**src/rtl/pta_pkg.sv**
```systemverilog
package pta_pkg;

    // Meaning of one input cycle, given the current inside/outside context.
    typedef enum logic [2:0] {
        EV_IDLE    = 3'd0,  // no valid packet
        EV_DROP    = 3'd1,  // valid packet outside a transaction, not an opener
        EV_OPEN    = 3'd2,  // opener of a multi-packet transaction
        EV_SINGLE  = 3'd3,  // opener that is also the closer
        EV_BODY    = 3'd4,  // middle packet of an open transaction
        EV_CLOSE   = 3'd5,  // closing packet of an open transaction
        EV_RESTART = 3'd6   // opener seen inside a transaction: forced abort
    } pta_event_e;

endpackage

```
**src/rtl/pta_classify.sv**
```systemverilog
module pta_classify
    import pta_pkg::*;
(
    input  logic       pkt_valid,
    input  logic       pkt_sop,
    input  logic       pkt_eop,
    input  logic       in_txn,
    output pta_event_e ev
);

    always_comb begin
        ev = EV_IDLE;
        if (pkt_valid) begin
            if (!in_txn) begin
                if (!pkt_sop)     ev = EV_DROP;
                else if (pkt_eop) ev = EV_SINGLE;
                else              ev = EV_OPEN;
            end else begin
                if (pkt_sop)      ev = EV_RESTART;
                else if (pkt_eop) ev = EV_CLOSE;
                else              ev = EV_BODY;
            end
        end
    end

endmodule

```
**src/rtl/pta_ctrl.sv**
```systemverilog
module pta_ctrl
    import pta_pkg::*;
#(
    parameter int TYPE_W = 4
) (
    input  logic              clk,
    input  logic              rst,
    input  pta_event_e        ev,
    input  logic [TYPE_W-1:0] pkt_type,
    input  logic              pkt_err,
    output logic              in_txn,
    output logic [TYPE_W-1:0] cur_type,
    output logic              start_pulse,
    output logic              close_pulse,
    output logic              close_abort
);

    typedef struct packed {
        logic              in_txn;
        logic              err_seen;
        logic [TYPE_W-1:0] ttype;
        logic              start;
        logic              close;
        logic              close_abort;
    } ctrl_state_t;

    ctrl_state_t st_d, st_q;

    always_comb begin
        st_d             = st_q;
        st_d.start       = 1'b0;
        st_d.close       = 1'b0;
        st_d.close_abort = 1'b0;
        unique case (ev)
            EV_OPEN: begin
                st_d.in_txn   = 1'b1;
                st_d.err_seen = pkt_err;
                st_d.ttype    = pkt_type;
                st_d.start    = 1'b1;
            end
            EV_SINGLE: begin
                st_d.in_txn      = 1'b0;
                st_d.err_seen    = 1'b0;
                st_d.ttype       = pkt_type;
                st_d.start       = 1'b1;
                st_d.close       = 1'b1;
                st_d.close_abort = pkt_err;
            end
            EV_BODY: begin
                st_d.err_seen = st_q.err_seen | pkt_err;
            end
            EV_CLOSE: begin
                st_d.in_txn      = 1'b0;
                st_d.err_seen    = 1'b0;
                st_d.close       = 1'b1;
                st_d.close_abort = st_q.err_seen | pkt_err;
            end
            EV_RESTART: begin
                st_d.in_txn      = 1'b0;
                st_d.err_seen    = 1'b0;
                st_d.close       = 1'b1;
                st_d.close_abort = 1'b1;
            end
            default: begin
                // EV_IDLE and EV_DROP leave the context untouched
            end
        endcase
    end

    always_ff @(posedge clk) begin
        if (rst) begin
            st_q <= '0;
        end else begin
            st_q <= st_d;
        end
    end

    assign in_txn      = st_q.in_txn;
    assign cur_type    = st_q.ttype;
    assign start_pulse = st_q.start;
    assign close_pulse = st_q.close;
    assign close_abort = st_q.close_abort;

endmodule

```
**src/rtl/pta_result.sv**
```systemverilog
module pta_result (
    input  logic clk,
    input  logic rst,
    input  logic close_pulse,
    input  logic close_abort,
    output logic commit_pulse,
    output logic abort_pulse
);

    typedef struct packed {
        logic commit;
        logic abort;
    } res_state_t;

    res_state_t rs_d, rs_q;

    always_comb begin
        rs_d.commit = close_pulse & ~close_abort;
        rs_d.abort  = close_pulse &  close_abort;
    end

    always_ff @(posedge clk) begin
        if (rst) begin
            rs_q <= '0;
        end else begin
            rs_q <= rs_d;
        end
    end

    assign commit_pulse = rs_q.commit;
    assign abort_pulse  = rs_q.abort;

endmodule

```
**src/rtl/pkt_txn_assembler.sv**
```systemverilog
module pkt_txn_assembler
    import pta_pkg::*;
#(
    parameter int TYPE_W = 4
) (
    input  logic              clk,
    input  logic              rst,
    input  logic              pkt_valid,
    input  logic              pkt_sop,
    input  logic              pkt_eop,
    input  logic [TYPE_W-1:0] pkt_type,
    input  logic              pkt_err,
    output logic              txn_active,
    output logic [TYPE_W-1:0] txn_type,
    output logic              start_pulse,
    output logic              end_pulse,
    output logic              commit_pulse,
    output logic              abort_pulse
);

    pta_event_e ev;
    logic       in_txn;
    logic       close_pulse;
    logic       close_abort;

    pta_classify u_classify (
        .pkt_valid (pkt_valid),
        .pkt_sop   (pkt_sop),
        .pkt_eop   (pkt_eop),
        .in_txn    (in_txn),
        .ev        (ev)
    );

    pta_ctrl #(.TYPE_W(TYPE_W)) u_ctrl (
        .clk         (clk),
        .rst         (rst),
        .ev          (ev),
        .pkt_type    (pkt_type),
        .pkt_err     (pkt_err),
        .in_txn      (in_txn),
        .cur_type    (txn_type),
        .start_pulse (start_pulse),
        .close_pulse (close_pulse),
        .close_abort (close_abort)
    );

    pta_result u_result (
        .clk          (clk),
        .rst          (rst),
        .close_pulse  (close_pulse),
        .close_abort  (close_abort),
        .commit_pulse (commit_pulse),
        .abort_pulse  (abort_pulse)
    );

    assign txn_active = in_txn;
    assign end_pulse  = close_pulse;

endmodule

```
**config.mk**
```make
export PLATFORM = sky130hd
export DESIGN_NAME = pkt_txn_assembler
export DESIGN_NICKNAME = d
export VERILOG_FILES = /design/src/rtl/pta_pkg.sv /design/src/rtl/pta_classify.sv /design/src/rtl/pta_ctrl.sv /design/src/rtl/pta_result.sv /design/src/rtl/pkt_txn_assembler.sv
export SDC_FILE = /design/constraint.sdc
export NUM_CORES = 1
export LEC_CHECK = 0
export ABC_AREA = 1
export BUFFER_PORTS_ARGS = -buffer_cell sky130_fd_sc_hd__buf_2
export CELL_PAD_IN_SITES_DETAIL_PLACEMENT = 1
export CELL_PAD_IN_SITES_GLOBAL_PLACEMENT = 2
export CORE_ASPECT_RATIO = 1.1
export CORE_MARGIN = 2
export CORE_UTILIZATION = 24
export DETAILED_ROUTE_END_ITERATION = 6
export GPL_TIMING_DRIVEN = 1
export PLACE_DENSITY_LB_ADDON = 0.1
export SYNTH_ARGS = -nofsm -noshare
export SYNTH_HDL_FRONTEND = slang
export SYNTH_HIERARCHICAL = 1
export SYNTH_SLANG_ARGS = --single-unit
```
**constraint.sdc**
```tcl
create_clock -name clk -period 1.3 [get_ports clk]
set_clock_uncertainty 0.1 [all_clocks]
set_input_delay 0.065 -clock clk [delete_from_list [all_inputs] [get_ports clk]]
set_output_delay 0.065 -clock clk [all_outputs]
set_load 0.02 [all_outputs]
```
Word-level counts from Yosys, hierarchy flattened
Index checks and enable logic that the tools add are counted.
W data, S select, Z words.
{ "op_classes": {"eq_ne": 5, "n_mux": 10, "bitwise": 4, "n_reduce_logical": 4} }
{ "ops": {"columns": ["op", "n"], "rows": [
  ["$mux W3", 4],
  ["$eq A3 B3 Y1 const B", 3],
  ["$eq A3 B2 Y1 const B", 2],
  ["$pmux W2 S3", 1],
  ["$mux W1", 3],
  ["$pmux W1 S3", 1],
  ["$reduce_bool A3 Y1", 1],
  ["$reduce_or A3 Y1", 1],
  ["$and A1 B1 Y1", 2],
  ["$pmux W1 S2", 1],
  ["$reduce_bool A2 Y1", 1],
  ["$reduce_or A2 Y1", 1],
  ["$not A1 Y1", 1],
  ["$or A1 B1 Y1", 1]
]} }
{ "word_totals": {"reg_bits": 11, "input_bits": 10, "output_inout_bits": 9} }

Logic depth before layout (Yosys ltp)
{ "depth": {"depth_word": 7, "ltp_mapped": 11} }

By module
The synthesis kept the hierarchy.
{ "modules_own_cells": {"columns": ["module", "n_inst", "cells_each", "area_per_inst_um2"], "rows": [
  ["pta_ctrl", 1, 60, 435.4],
  ["pta_result", 1, 7, 58.8],
  ["pta_classify", 1, 11, 42.5]
]} }

Worst setup path after synthesis
Ideal clock, no wire load.
{ "synth_timing": {"path_type": "register to register", "start": "reg u_ctrl.st_q, in the netlist u_ctrl/in_txn", "end": "reg u_ctrl/st_q[7] (netlist name)", "arrival_time_ps": 1145, "required_time_ps": 1083, "setup_slack_ps": -63, "path_stages_with_launch": 10, "period_less_slack_ps": 1363, "path_cell_list": "dfxtp_1 inv_1 a21oi_1 nor2_1 inv_1 nand3_2 inv_1 nor2_1 nor2_1 a21oi_2"} }
{ "synth_via": {"elab_chain_cells": 5} }
{ "synth_rtl": {"columns": ["item", "line", "source"], "rows": [
  ["start: declaration", "pta_ctrl.sv:27", "ctrl_state_t st_d, st_q;"],
  ["start signal: assignment", "pta_ctrl.sv:74", "st_q <= st_d;"],
  ["$mux W3 *", "pta_classify.sv:14", "if (!in_txn) begin"],
  ["$mux W3 *", "pta_classify.sv:13", "if (pkt_valid) begin"],
  ["named net ev[0]", "pkt_txn_assembler.sv:21", "pta_event_e ev;"],
  ["$eq A3 B2 Y1 / $eq A3 B3 Y1 (equally long branches)", "pta_ctrl.sv:34", "unique case (ev)"],
  ["$reduce_or A3 Y1 (no source line)", null, null],
  ["$pmux W1 S3 / $reduce_bool A3 Y1 (equally long branches)", null, null]
]} }
Mark *: on every way through the listed nets, which the timed path passes. The rest lies on a longest branch.
A chain may end at the register's enable or synchronous reset.

Worst setup path after layout
Ends and elaborated chain as after synthesis.

==> impl_metrics.csv <==
group,metric,value,unit
critical_path,category_of_the_worst_setup_path_capture_point,"flip-flop",
detailed_routing,route.final.wire_length,1198,um
cells_and_area,antennaDiodeCount,0,
placed_design,numPortBuffers,18,
yosys,ys_seq_elements,11,
placed_design,detailed_place_hpwl,921.5,um
die,pin_count,19,
clock_tree,clock-sinks,11,
grt,track_usage,11.42,%
critical_path,timing.critical_path.cells,"inv_2, a21oi_4, nor2_4, inv_2, nand3_4, inv_2, nor2_1, nor2_1, a21oi_2",
grt,grt_start_max_net_pins,10,
yosys,synthDistinctLibCells,14,
cells_and_area,area.growth.synth_to_final,43.12,%
critical_path,crit_path_frequent_cell,"sky130_fd_sc_hd__inv_2",
placed_design,dpl_ws,-0.07844,ns
yosys,ys_top_cells_by_count,"sky130_fd_sc_hd__nor2_1 (16), sky130_fd_sc_hd__nand2_1 (14), sky130_fd_sc_hd__dfxtp_1 (11), sky130_fd_sc_hd__inv_1 (11)",
yosys,post_synth_xor_area_fraction,0,%
power_and_ir_drop,power.density,973.7,nW/um^2
timing,final_period_minus_worst_setup_slack,1.231,ns
cells_and_area,sequential_cell_area,224.0,sq um
yosys,combinational_family_with_the_most_area_after_synthesis,"simple AND/OR/NAND/NOR gates",
placed_design,globalplace.congestion,0.7110,
cells_and_area,final.fill_count,283,
critical_path,worstReg2RegStart,"u_ctrl/in_txn",
clock_tree,h_tree_level_count,1,
detailed_routing,via_count,541,
die,core_area,2063,sq um
placed_design,area_of_placed_instances,640.6,sq um
critical_path,crit_reg_reg_endpoint,"u_ctrl/st_q[7]",
cells_and_area,layout.cell_area.non_filler,768.2,sq um
critical_path,critical_path_depth,9,
clock_tree,cts-root-to-sink-buffers,2,
yosys,synthDominantAreaCellType,"sky130_fd_sc_hd__dfxtp_1",
yosys,seq_area_frac_synth,41.03,%
power_and_ir_drop,worst_ir_drop_vdd,0.2609,mV
critical_path,timing.reg2reg.worst_path_depth,9,
yosys,postSynthNetCount,88,
detailed_routing,final_antenna_net_count,0,
critical_path,endpoint,"u_ctrl/st_q[7]",
clock_tree,cts_made_buffers,3,
cells_and_area,area_of_combinational_cells_with_multiple_inputs,264.0,sq um
timing,timing.final.setup_violations,0,
grt,gr-total-overflow,0,
die,floorplan.die.width,49.09,um
yosys,synthArstFlopShare,0,%
yosys,synth_top_area_share,41.03,%
critical_path,critPathMaxFanout,5,
yosys,synth_edf_count,0,
cells_and_area,layout-drive-gt1-share,43.27,%
critical_path,worstSetupStartpoint,"u_ctrl/in_txn",
clock_tree,clkSlewWorstSetupHoldPaths,0.07,ns
timing,fmaxAchievable,812.5,MHz
yosys,synth_simple_gate_area_share,33.33,%
critical_path,reg2reg_setup_slack,0.07,ns
detailed_routing,firstDrtPassIters,2,
critical_path,startpoint_type,"flip-flop",
die,rows,17,
cells_and_area,layoutNonFillerInstCount,132,
clock_tree,tritoncts,"built",
yosys,synth_compound_gate_area_share,9.557,%
timing,timing.slew.headroom,84.39,%
critical_path,library_cell_contributing_the_largest_single_delay_on_the_critical_path,"sky130_fd_sc_hd__dfxtp_4",
power_and_ir_drop,total_leakage_power,0.3963,nW
detailed_routing,detail_route.drc_violations,0,
yosys,ys_top_cells_by_area,"sky130_fd_sc_hd__dfxtp_1 (41%), sky130_fd_sc_hd__nor2_1 (11%), sky130_fd_sc_hd__nand2_1 (9.8%)",
critical_path,arrival,1.28,ns
grt,antenna_found_initial,0,
status,status,"completed",
die,dieHeight,53.60,um
die,initial_utilization,26.02,%
critical_path,timing.critical_path.required,1.35,ns
clock_tree,clock_insertion_delay_worst_skew,0.25,ns
yosys,postSynth.topFlopCell,"sky130_fd_sc_hd__dfxtp_1",
yosys,ys_warn_count,6,
die,die_area,2631,sq um
yosys,muxShareOfSynthArea,0,%
flow_run,maxCapViolCount,0,
detailed_routing,avgRoutedWirePerCell,9.076,um
critical_path,critical_path.top_delay_family,"flip-flops",
detailed_routing,detailedRoute.firstIterationViolations,1,
yosys,most_used_standard_cell_by_instance_count_after_synthesis,"sky130_fd_sc_hd__nor2_1",
yosys,netlist_area,536.8,sq um
timing,final_max_slew_viol_count,0,
timing,rsz0062_at_grt,"yes",
critical_path,max_stage_delay,0.38,ns
yosys,yosys.area_share.adder,0,%
placed_design,place.detailed.instances,121,
timing,fin_setup_tns,0,ns
timing,timing_hold_violations_final,0,
critical_path,critical_path_buf_inv_count,3,
hold_path,hold_class,"in -> reg",
clock_tree,cts-root-buf,"sky130_fd_sc_hd__clkbuf_4",
timing,worstMarginPinSlew,0.2339,ns
grt,grt_pass1_vias,560,
yosys,syn_area_per_cell,6.882,sq um
cells_and_area,final_nets,115,
timing,min_period_over_period,94.67,%
detailed_routing,detail_route.vias_per_cell,4.098,
critical_path,critical_path_class,"reg -> reg",
timing,worst_slack,0.06929,ns
grt,grt_first_pass_wirelength,2256,um
yosys,synthCells,78,
kinds of logic (layout without fill, tap and decap cells):
| kind of cell | after synthesis | after routing |
|---|---|---|
| compound gates | 8 | 8 |
| simple gates | 40 | 40 |
| flops | 11 | 11 |
| buf+inv | 19 | 45 |
report_power, final:
part           switching [mW]  total, mW  leakage, nW  internal (mW)
clock network           0.102      0.220       0.0150          0.118
logic                  0.0936      0.163        0.291         0.0696
registers              0.0101      0.365       0.0907          0.354
total                   0.206      0.748        0.396          0.542
metal layers:
metal | wire length (um) | vias to the layer above | global-route usage [%]
met5 | 0 | - | 0
met4 | 27 | 0 | 8.571
met3 | 35 | 2 | 1.944
met2 | 618 | 11 | 21.85
met1 | 517 | 242 | 11.30
li1 | - | 286 | -
area by class of cell:
type                            count  share of cell area, %
Timing Repair Buffer               26                  21.17
Tap cell                           28                  4.560
Inverter                           15                  7.329
Sequential cell                    11                  29.15
Multi-Input combinational cell     48                  34.36
Clock buffer                        4                  3.420
registers in the layout, summed over array words and instances (netlist names):
name	flops
u_ctrl/close_abort	1
u_ctrl/close_pulse	1
u_ctrl/cur_type	4
u_ctrl/in_txn	1
u_ctrl/st_q	1
u_ctrl/start_pulse	1
u_result/abort_pulse	1
u_result/commit_pulse	1
worst reg2reg max path, stage by stage (launching register included):
cell and delay [ns]:
sky130_fd_sc_hd__dfxtp_4 0.38, sky130_fd_sc_hd__inv_2 0.05, sky130_fd_sc_hd__a21oi_4 0.13, sky130_fd_sc_hd__nor2_4 0.06, sky130_fd_sc_hd__inv_2 0.07, sky130_fd_sc_hd__nand3_4 0.09
sky130_fd_sc_hd__inv_2 0.06, sky130_fd_sc_hd__nor2_1 0.03, sky130_fd_sc_hd__nor2_1 0.10, sky130_fd_sc_hd__a21oi_2 0.06
placed cells by master, fill, tap and decap left out, drive strengths merged:
cell,n
a21oi,4
buf,21
clkbuf,4
dfxtp,11
dlygate4sd3,5
inv,15
nand2,17
nand3,5
nand4,2
nor2,16
o21ai,4
per-stage QoR:
step                power (mW)  utilization (%)  hold WS [ns]
finish                  0.7480            37.23       0.01917
global route            0.8106            37.23      0.008421
CTS                     0.7543            36.14       0.01325
detailed placement      0.5056            31.05        0.1894
global placement        0.5043            31.05        0.1896
floorplan               0.4678                -       0.02744
worst min-delay path by stage:
stage,startpoint,endpoint,depth (start not counted)
final,pkt_err,u_ctrl/close_abort,3
after global routing,pkt_err,u_ctrl/close_abort,3
after CTS,pkt_err,u_ctrl/close_abort,3
after detailed placement,rst,u_ctrl/close_abort,2
after global placement,rst,u_ctrl/close_abort,2
after floorplan,rst,u_ctrl/close_abort,1
timing repair:
item,CTS,global route
gates resized for setup,8,5
setup endpoints to repair,4,8
hold buffers,5,0
hold endpoints to repair,7,0
buffers inserted,1,1
pin swaps,3,6
Note: power is estimated with default switching activity, not from simulation.
